$ cat src/rtl/i2c_mem_pkg.sv
package i2c_mem_pkg;

    localparam int unsigned BYTE_W = 8;

    typedef enum logic [2:0] {
        ST_IDLE,
        ST_DEV,
        ST_ADDR_HI,
        ST_ADDR_LO,
        ST_WDATA,
        ST_ACK,
        ST_RDATA,
        ST_RACK
    } tgt_state_e;

endpackage

$ cat src/rtl/i2c_line_sync.sv
module i2c_line_sync #(
    parameter int unsigned STAGES = 2
) (
    input  logic clk,
    input  logic rst_n,
    input  logic scl_i,
    input  logic sda_i,
    output logic scl_o,
    output logic sda_o,
    output logic scl_rise_o,
    output logic scl_fall_o,
    output logic start_o,
    output logic stop_o
);

    logic [STAGES:0] scl_chain;
    logic [STAGES:0] sda_chain;
    logic            scl_prev_q;
    logic            sda_prev_q;

    assign scl_chain[0] = scl_i;
    assign sda_chain[0] = sda_i;

    for (genvar s = 0; s < STAGES; s++) begin : g_stage
        logic scl_st_q;
        logic sda_st_q;
        always_ff @(posedge clk or negedge rst_n) begin
            if (!rst_n) begin
                scl_st_q <= 1'b1;
                sda_st_q <= 1'b1;
            end else begin
                scl_st_q <= scl_chain[s];
                sda_st_q <= sda_chain[s];
            end
        end
        assign scl_chain[s+1] = scl_st_q;
        assign sda_chain[s+1] = sda_st_q;
    end

    always_ff @(posedge clk or negedge rst_n) begin
        if (!rst_n) begin
            scl_prev_q <= 1'b1;
            sda_prev_q <= 1'b1;
        end else begin
            scl_prev_q <= scl_chain[STAGES];
            sda_prev_q <= sda_chain[STAGES];
        end
    end

    assign scl_o      = scl_chain[STAGES];
    assign sda_o      = sda_chain[STAGES];
    assign scl_rise_o = scl_o & ~scl_prev_q;
    assign scl_fall_o = ~scl_o & scl_prev_q;
    assign start_o    = scl_o & scl_prev_q & sda_prev_q & ~sda_o;
    assign stop_o     = scl_o & scl_prev_q & ~sda_prev_q & sda_o;

endmodule

$ cat src/rtl/i2c_dev_match.sv
module i2c_dev_match #(
    parameter logic [3:0]  TYPE_CODE = 4'b1010,
    parameter int unsigned STRAP_W   = 3
) (
    input  logic [7:0]         dev_byte_i,
    input  logic [STRAP_W-1:0] strap_i,
    output logic               hit_o,
    output logic               is_read_o
);

    localparam int unsigned STRAP_LSB = 1;

    always_comb begin
        hit_o     = (dev_byte_i[7:4] == TYPE_CODE) &&
                    (dev_byte_i[STRAP_LSB +: STRAP_W] == strap_i);
        is_read_o = dev_byte_i[0];
    end

endmodule

$ cat src/rtl/i2c_addr_ctr.sv
module i2c_addr_ctr #(
    parameter int unsigned AW = 15
) (
    input  logic          clk,
    input  logic          rst_n,
    input  logic          load_i,
    input  logic [AW-1:0] load_val_i,
    input  logic          inc_i,
    output logic [AW-1:0] addr_o
);

    logic [AW-1:0] cnt_d;
    logic [AW-1:0] cnt_q;

    always_comb begin
        cnt_d = cnt_q;
        if (load_i) begin
            cnt_d = load_val_i;
        end else if (inc_i) begin
            cnt_d = cnt_q + AW'(1);
        end
    end

    always_ff @(posedge clk or negedge rst_n) begin
        if (!rst_n) begin
            cnt_q <= '0;
        end else begin
            cnt_q <= cnt_d;
        end
    end

    assign addr_o = cnt_q;

endmodule

$ cat src/rtl/i2c_byte_mem_target.sv
module i2c_byte_mem_target
    import i2c_mem_pkg::*;
#(
    parameter int unsigned AW          = 15,
    parameter int unsigned STRAP_W     = 3,
    parameter int unsigned SYNC_STAGES = 2,
    parameter logic [3:0]  TYPE_CODE   = 4'b1010
) (
    input  logic               clk,
    input  logic               rst_n,
    input  logic               scl_i,
    input  logic               sda_i,
    output logic               sda_pull_o,
    input  logic [STRAP_W-1:0] strap_i,
    input  logic               wp_i,
    output logic [AW-1:0]      mem_addr_o,
    output logic [BYTE_W-1:0]  mem_wdata_o,
    output logic               mem_we_o,
    output logic               mem_re_o,
    input  logic [BYTE_W-1:0]  mem_rdata_i
);

    localparam int unsigned HI_W  = AW - BYTE_W;
    localparam int unsigned CNT_W = $clog2(BYTE_W);
    localparam logic [CNT_W-1:0] LAST_BIT = CNT_W'(BYTE_W - 1);

    typedef struct packed {
        tgt_state_e        state;
        tgt_state_e        ret;
        logic [CNT_W-1:0]  bitcnt;
        logic [BYTE_W-1:0] shreg;
        logic              full;
        logic [HI_W-1:0]   hi;
        logic              pull;
        logic              we;
        logic              re;
        logic              cap;
        logic              more;
        logic              ld;
        logic [AW-1:0]     ld_val;
    } regs_t;

    regs_t r_d;
    regs_t r_q;

    logic scl_s, sda_s, scl_rise, scl_fall, start_det, stop_det;
    logic dev_hit, dev_rd;
    logic [AW-1:0] ctr;

    i2c_line_sync #(
        .STAGES(SYNC_STAGES)
    ) sync_i (
        .clk       (clk),
        .rst_n     (rst_n),
        .scl_i     (scl_i),
        .sda_i     (sda_i),
        .scl_o     (scl_s),
        .sda_o     (sda_s),
        .scl_rise_o(scl_rise),
        .scl_fall_o(scl_fall),
        .start_o   (start_det),
        .stop_o    (stop_det)
    );

    i2c_dev_match #(
        .TYPE_CODE(TYPE_CODE),
        .STRAP_W  (STRAP_W)
    ) match_i (
        .dev_byte_i(r_q.shreg),
        .strap_i   (strap_i),
        .hit_o     (dev_hit),
        .is_read_o (dev_rd)
    );

    i2c_addr_ctr #(
        .AW(AW)
    ) ctr_i (
        .clk       (clk),
        .rst_n     (rst_n),
        .load_i    (r_q.ld),
        .load_val_i(r_q.ld_val),
        .inc_i     (r_q.we | r_q.re),
        .addr_o    (ctr)
    );

    always_comb begin
        r_d     = r_q;
        r_d.we  = 1'b0;
        r_d.re  = 1'b0;
        r_d.ld  = 1'b0;
        r_d.cap = r_q.re;
        if (r_q.cap) begin
            r_d.shreg = mem_rdata_i;
        end

        case (r_q.state)
            ST_DEV, ST_ADDR_HI, ST_ADDR_LO, ST_WDATA: begin
                if (scl_rise) begin
                    r_d.shreg  = {r_q.shreg[BYTE_W-2:0], sda_s};
                    r_d.bitcnt = r_q.bitcnt + CNT_W'(1);
                    if (r_q.bitcnt == LAST_BIT) begin
                        r_d.full = 1'b1;
                    end
                end else if (scl_fall && r_q.full) begin
                    r_d.full   = 1'b0;
                    r_d.bitcnt = '0;
                    r_d.state  = ST_ACK;
                    r_d.pull   = 1'b1;
                    case (r_q.state)
                        ST_DEV: begin
                            if (!dev_hit) begin
                                r_d.state = ST_IDLE;
                                r_d.pull  = 1'b0;
                            end else if (dev_rd) begin
                                r_d.ret = ST_RDATA;
                                r_d.re  = 1'b1;
                            end else begin
                                r_d.ret = ST_ADDR_HI;
                            end
                        end
                        ST_ADDR_HI: begin
                            r_d.hi  = r_q.shreg[HI_W-1:0];
                            r_d.ret = ST_ADDR_LO;
                        end
                        ST_ADDR_LO: begin
                            r_d.ld     = 1'b1;
                            r_d.ld_val = {r_q.hi, r_q.shreg};
                            r_d.ret    = ST_WDATA;
                        end
                        default: begin
                            r_d.we  = ~wp_i;
                            r_d.ret = ST_WDATA;
                        end
                    endcase
                end
            end

            ST_ACK: begin
                if (scl_fall) begin
                    r_d.bitcnt = '0;
                    r_d.state  = r_q.ret;
                    r_d.pull   = (r_q.ret == ST_RDATA) ? ~r_q.shreg[BYTE_W-1] : 1'b0;
                end
            end

            ST_RDATA: begin
                if (scl_fall) begin
                    if (r_q.bitcnt == LAST_BIT) begin
                        r_d.state = ST_RACK;
                        r_d.pull  = 1'b0;
                    end else begin
                        r_d.shreg  = {r_q.shreg[BYTE_W-2:0], 1'b0};
                        r_d.bitcnt = r_q.bitcnt + CNT_W'(1);
                        r_d.pull   = ~r_q.shreg[BYTE_W-2];
                    end
                end
            end

            ST_RACK: begin
                if (scl_rise) begin
                    r_d.more = ~sda_s;
                    r_d.re   = ~sda_s;
                end else if (scl_fall) begin
                    if (r_q.more) begin
                        r_d.state  = ST_RDATA;
                        r_d.bitcnt = '0;
                        r_d.pull   = ~r_q.shreg[BYTE_W-1];
                    end else begin
                        r_d.state = ST_IDLE;
                    end
                end
            end

            default: begin
            end
        endcase

        if (start_det) begin
            r_d.state  = ST_DEV;
            r_d.bitcnt = '0;
            r_d.full   = 1'b0;
            r_d.pull   = 1'b0;
        end else if (stop_det) begin
            r_d.state = ST_IDLE;
            r_d.full  = 1'b0;
            r_d.pull  = 1'b0;
        end
    end

    always_ff @(posedge clk or negedge rst_n) begin
        if (!rst_n) begin
            r_q <= '{state: ST_IDLE, ret: ST_IDLE, default: '0};
        end else begin
            r_q <= r_d;
        end
    end

    assign sda_pull_o  = r_q.pull;
    assign mem_addr_o  = ctr;
    assign mem_wdata_o = r_q.shreg;
    assign mem_we_o    = r_q.we;
    assign mem_re_o    = r_q.re;


    wp_block_chk: assert property (@(posedge clk) disable iff (!rst_n)
        mem_we_o |-> !$past(wp_i));


    we_pulse_chk: assert property (@(posedge clk) disable iff (!rst_n)
        mem_we_o |=> !mem_we_o);


    ctr_step_chk: assert property (@(posedge clk) disable iff (!rst_n)
        (mem_we_o || mem_re_o) && !r_q.ld |=> mem_addr_o == $past(mem_addr_o) + AW'(1));


    strobe_excl_chk: assert property (@(posedge clk) disable iff (!rst_n)
        !(mem_we_o && mem_re_o));


    start_restart_chk: assert property (@(posedge clk) disable iff (!rst_n)
        start_det |=> (r_q.state == ST_DEV) && !sda_pull_o);


    stop_idle_chk: assert property (@(posedge clk) disable iff (!rst_n)
        stop_det |=> (r_q.state == ST_IDLE) && !sda_pull_o);


    pull_low_scl_chk: assert property (@(posedge clk) disable iff (!rst_n)
        $rose(sda_pull_o) |-> !scl_s);

endmodule

$ cat config.mk
export PLATFORM = sky130hd
export DESIGN_NAME = i2c_byte_mem_target
export DESIGN_NICKNAME = d
export VERILOG_FILES = /design/src/rtl/i2c_mem_pkg.sv /design/src/rtl/i2c_line_sync.sv /design/src/rtl/i2c_dev_match.sv /design/src/rtl/i2c_addr_ctr.sv /design/src/rtl/i2c_byte_mem_target.sv
export SDC_FILE = /design/constraint.sdc
export NUM_CORES = 1
export LEC_CHECK = 0
export ABC_CLOCK_PERIOD_IN_PS = 2600
export BUFFER_PORTS_ARGS = -buffer_cell sky130_fd_sc_hd__buf_2
export CAP_MARGIN = 20
export CORE_MARGIN = 2
export CORE_UTILIZATION = 31
export DETAILED_ROUTE_END_ITERATION = 12
export PLACE_DENSITY_LB_ADDON = 0.05
export SYNTH_ARGS = -nofsm -noshare
export SYNTH_HDL_FRONTEND = slang
export SYNTH_SLANG_ARGS = --single-unit
$ cat constraint.sdc
create_clock -name clk -period 2.6 [get_ports clk]
set_input_delay 0.52 -clock clk [delete_from_list [all_inputs] [get_ports clk]]
set_output_delay 0.52 -clock clk [all_outputs]
set_load 0.05 [all_outputs]
==> results of run 1 <==
## routing by layer
metal / vias to the layer above / routed length, um
li1: 1202 / -
met1: 1164 / 4330
met2: 53 / 3330
met3: 9 / 280
met4: 0 / 93
met5: - / 0
## worst max-delay path, stage by stage, from the launching register on
cell and delay [ps]:
dfrtp_1 650, or3_4 520, nand3b_1 140, o221ai_2 150, a21oi_4 200, mux2_4 310
## registers in the layout (all words and copies together), names as in the netlist
name                     flops
sync_i.scl_o                 1
ctr_i.addr_o                15
mem_wdata_o                  8
sync_i.sda_o                 1
sync_i.scl_prev_q            1
sda_pull_o                   1
mem_we_o                     1
sync_i.sda_prev_q            1
mem_re_o                     1
sync_i.g_stage.sda_st_q      1
sync_i.g_stage.scl_st_q      1
r_q                         35
## kinds of logic after synthesis
logic type / count (synthesis)
compound gates: 68
mux: 38
fa+ha+maj: 3
simple gates: 98
flops: 67
xor+xnor: 18
buf+inv: 31
## final timing paths
kind,from,to,slack (ps),cells past startpoint
setup / recovery,r_q[44],r_q[45],510,5
max in group asynchronous,rst_n,sync_i.g_stage[0].scl_st_q,1950,2
min in group clk,sda_i,sync_i.g_stage[0].sda_st_q,280,1
setup reg to reg,r_q[44],r_q[45],510,5
hold reg to reg,sync_i.g_stage[0].scl_st_q,sync_i.scl_o,360,0
hold / removal,rst_n,ctr_i.addr_o[12],180,2
## stage by stage
step / power [uW] / area [um^2] / setup WS [ps]
2_1_floorplan: 1770 / 3440 / 690
3_3_place_gp: 1890 / 3710 / 555
3_5_place_dp: 1890 / 3710 / 522
6_report: 2780 / 3910 / 508
5_1_grt: 2940 / 3910 / 330
4_1_cts: 2840 / 3910 / 513
## cells in the mapped netlist, types with 2 or more instances
cell and count:
a21oi_1 3, a221oi_1 2, a31oi_1 3, buf_1 2, buf_2 5, buf_4 11
clkbuf_1 3, dfrtp_1 61, dfstp_2 6, ha_1 3, inv_1 8, mux2_1 9
mux2_2 13, mux2_4 4, mux2i_1 12, nand2_1 47, nand2b_1 3, nand3_1 4
nand4_1 5, nor2_1 18, nor2_2 2, nor3_1 2, nor4_1 2, o211ai_1 3
o21ai_0 25, o21ai_1 9, o22ai_1 4, o31ai_1 4, or2_2 2, xnor2_1 7
xor2_1 11
## where the power goes
part           total (uW)  switching [uW]  internal [uW]
Combinational         573             405            168
Clock                 921             461            460
Sequential           1280             158           1120
## cell type report
class	instances	area (um^2)	area share, %
inverters	9	33.8	0.863
repair buffers	44	228	5.82
multi-input cells	225	1590	40.5
well taps	140	175	4.48
clock buffers	9	124	3.16
clock inverters	7	83.8	2.14
flip-flops and latches	67	1680	43.0
==> results.tsv, run 1 <==
metric	value	unit
crit path kind	flop to flop	
Yosys cell types	61	
Max Clk Rate	478	MHz
CP Capture Type	flop	
Worst EP arrival	2320	ps
number of inserted diodes	0	
Routed WL	8040	um
CTS Buffer Depth	2	
layout cell share with drive strength beyond 1	27.7	%
register area share after synthesis	48.9	%
Power per Cell Area	709	nW/um^2
Root Buffer	clkbuf_8	
Area Overhead vs Synth	13.7	%
vias in the first global route	2402	
Slew headroom	44.7	%
synthesized cell area	3440	um^2
MaxCap Viol Count	0	
Pre-antenna DRT Iters	4	
post-synthesis compound-gate area fraction	13.5	%
io pins	42	
Synth area leader	dfrtp_1	
met1 GRT Util	23.0	%
met3 GRT Util	3.02	%
status	finished clean	
VDD IR-drop max	0.461	mV
initial antenna violation count	0	
main combinational cell family by area after synthesis	simple AND/OR/NAND/NOR gates	
top post-synthesis cells by area	dfrtp_1 44%, nand2_1 5.1%, dfstp_2 4.6%, mux2_2 4.3%, o21ai_0 3.6%	
actual slew at the worst max-slew pin	829	ps
CTS tree	done	
final setup fails	0	
clock slew at reported path FFs	90	ps
Synth Area in Adders	1.09	%
Syn. warnings	0	
All-Layer GR Usage	14.7	%
Syn Nets	342	
DRC viols	0	
CTS buffer count	9	
Layout Nets	375	
Initial Util	31.7	%
placed wire-length estimate	5780	um
vias per cell	4.85	
most used routing layer	met1	
Die ar.	12000	um^2
Post-CTS Hold Buffers	0	
Post-synth EDFFs	0	
Hold WS	179	ps
synthesized area per cell	10.7	um^2
CP required	2830	ps
fin cells	501	
Filler cells	1133	
most frequent cells in the layout	61 x dfrtp_1, 47 x nand2_1, 41 x buf_2	
setup TNS	0	ps
met2 Use GR	19.5	%
share of the synthesized area in the top cell type	44.4	%
mux cell area share after synthesis	12.4	%
placed cells	485	
Tightest Hold Check Type	primary input to asynchronous set/reset pin	
RSZ-0062 raised after global routing	no	
CP Launch Type	flop	
DR WL/cell	16.0	um
most common cell after layout, fill and taps aside	dfrtp_1	
main flop type after synthesis	dfrtp_1	
P_leak	0.00174	uW
gp weighted congestion	0.793	
critical-path maximum fanout	24	
Final Hold Violating Endpoints	0	
xor and xnor fraction of the mapped netlist area	4.58	%
H-tree depth	3	
Worst-Skew Late Latency	340	ps
post-CTS setup buffers	0	
largest net degree at the start of global routing	43	
Synth Area in Simple Gates	14.5	%
Final period util	80.5	%
Die Width	109	um
clock sinks	67	
First DRT Iteration DRCs	125	
Cells after Synth	323	
height of the chip	109	um
global-route wire length before repair	13200	um
post_cts resized	0	
grt ovf	0	
Period minus WS final	2090	ps
asr flop ratio synth	100	%
skew final	11.5	ps
Final Max Slew Viols	0	
antenna viol nets, final	0	
#FFs+latches synth	67	
DR vias	2428	
core footprint	10800	um^2
port buffer count	41	
post-layout util	36.1	%
Rows	38	
(Power assumes the default switching activity.)
==> inputs of run 2 (changes only) <==
--- a/config.mk
+++ b/config.mk
@@ -5,7 +5,7 @@
 export SDC_FILE = /design/constraint.sdc
 export NUM_CORES = 1
 export LEC_CHECK = 0
-export ABC_CLOCK_PERIOD_IN_PS = 2600
+export ABC_CLOCK_PERIOD_IN_PS = 2100
 export BUFFER_PORTS_ARGS = -buffer_cell sky130_fd_sc_hd__buf_2
 export CAP_MARGIN = 20
 export CORE_MARGIN = 2
==> constraint.sdc (replaced) <==
create_clock -name clk -period 2.1 [get_ports clk]
set_input_delay 0.42 -clock clk [delete_from_list [all_inputs] [get_ports clk]]
set_output_delay 0.42 -clock clk [all_outputs]
set_load 0.05 [all_outputs]
==> results.tsv, run 2 (same netlist as run 1, synthesis figures left out) <==
metric	value	unit
Tightest Hold Check Type	primary input to asynchronous set/reset pin	
Final WS setup	197	ps
CP Capture Type	flop	
Hold WS	78.9	ps
gp weighted congestion	0.849	
Multi-input gate area	1590	um^2
most flop-heavy register	r_q	
port buffer count	41	
critical-path maximum fanout	10	
Final period util	90.6	%
clock slew at reported path FFs	80	ps
Die ar.	12000	um^2
most frequent cells in the layout	61 x dfrtp_1, 47 x nand2_1, 41 x buf_2	
Initial Util	31.7	%
RSZ-0062 raised after global routing	no	
Worst EP arrival	2130	ps
Area Overhead vs Synth	18.8	%
Die Width	109	um
Rows	38	
Max Clk Rate	525	MHz
Final Hold Violating Endpoints	0	
First DRT Iteration DRCs	101	
Period minus WS final	1900	ps
CTS Buffer Depth	2	
CTS tree	done	
post-CTS setup buffers	0	
Final Max Slew Viols	0	
CP Launch Type	flop	
All-Layer GR Usage	14.7	%
MaxCap Viol Count	0	
post_cts resized	0	
initial antenna violation count	0	
P_leak	0.00184	uW
placed wire-length estimate	5990	um
Slew headroom	65.3	%
layout cell share with drive strength beyond 1	31.1	%
Layout Nets	394	
Power per Cell Area	879	nW/um^2
number of inserted diodes	0	
CTS buffer count	9	
Worst-Skew Late Latency	340	ps
H-tree depth	3	
DP Area	3870	um^2
antenna viol nets, final	0	
vias per cell	4.84	
Root Buffer	clkbuf_8	
DR vias	2513	
clock sinks	67	
grt ovf	0	
Routed WL	8080	um
core footprint	10800	um^2
Post-CTS Hold Buffers	0	
height of the chip	109	um
vias in the first global route	2460	
setup TNS	0	ps
CP required	2320	ps
global-route wire length before repair	13100	um
most common cell after layout, fill and taps aside	dfrtp_1	
largest net degree at the start of global routing	68	
actual slew at the worst max-slew pin	521	ps
VDD IR-drop max	0.803	mV
pre-CTS setup slack	204	ps
Filler cells	1117	
skew final	10.2	ps
FF+latch area	1680	um^2
status	finished clean	
crit path kind	flop to flop	
DR WL/cell	15.6	um
Pre-antenna DRT Iters	4	
DRC viols	0	
final setup fails	0	
Design Area, Final	4090	um^2
io pins	42	
max FFs per register	35	
-- run 2: path summary, 6_finish.rpt --
kind,startpoint,to,slack (ps),depth (start not counted)
hold / removal,rst_n,ctr_i.addr_o[12],80,2
max in group asynchronous,rst_n,sync_i.g_stage[0].sda_st_q,1680,2
setup / recovery,sync_i.scl_prev_q,r_q[39],200,5
min in group clk,scl_i,sync_i.g_stage[0].scl_st_q,170,1
hold reg to reg,sync_i.g_stage[0].scl_st_q,sync_i.scl_o,360,0
setup reg to reg,sync_i.scl_prev_q,r_q[39],200,5
-- run 2: final cells by class --
cell class,count,share of cell area [%]
clock buffers,9,3.03
inverters,9,0.826
clock inverters,6,2.23
multi-input cells,225,38.8
flip-flops and latches,67,41.2
repair buffers,63,9.67
well taps,140,4.28
-- run 2: routing by layer --
metal  global-route usage, %  vias up  wire length (um)
met2                    21.7       52              3450
met5                       0        -                 0
met3                    2.85       10               340
li1                        -     1241                 -
met1                    20.9     1210              4130
met4                    6.60        0               158
-- run 2: where the power goes --
part / switching [uW] / internal, uW / total [uW]
combinational: 632 / 307 / 939
clock: 508 / 663 / 1170
sequential: 93.1 / 1390 / 1490
-- run 2: worst max-delay path: stages, from the launching register on --
cell,delay (ps)
dfstp_2,660
nand4b_2,240
nand2_1,130
a21oi_1,70
a311oi_4,350
mux2_4,330
-- run 2: stage by stage --
| stage | power (uW) | util [%] | std cells |
|---|---|---|---|
| 2_1_floorplan | 2190 | - | 323 |
| 3_3_place_gp | 2470 | 35.7 | 504 |
| 3_5_place_dp | 2460 | 35.7 | 504 |
| 4_1_cts | 3660 | 37.7 | 519 |
| 5_1_grt | 3780 | 37.7 | 519 |
| 6_report | 3590 | 37.7 | 519 |
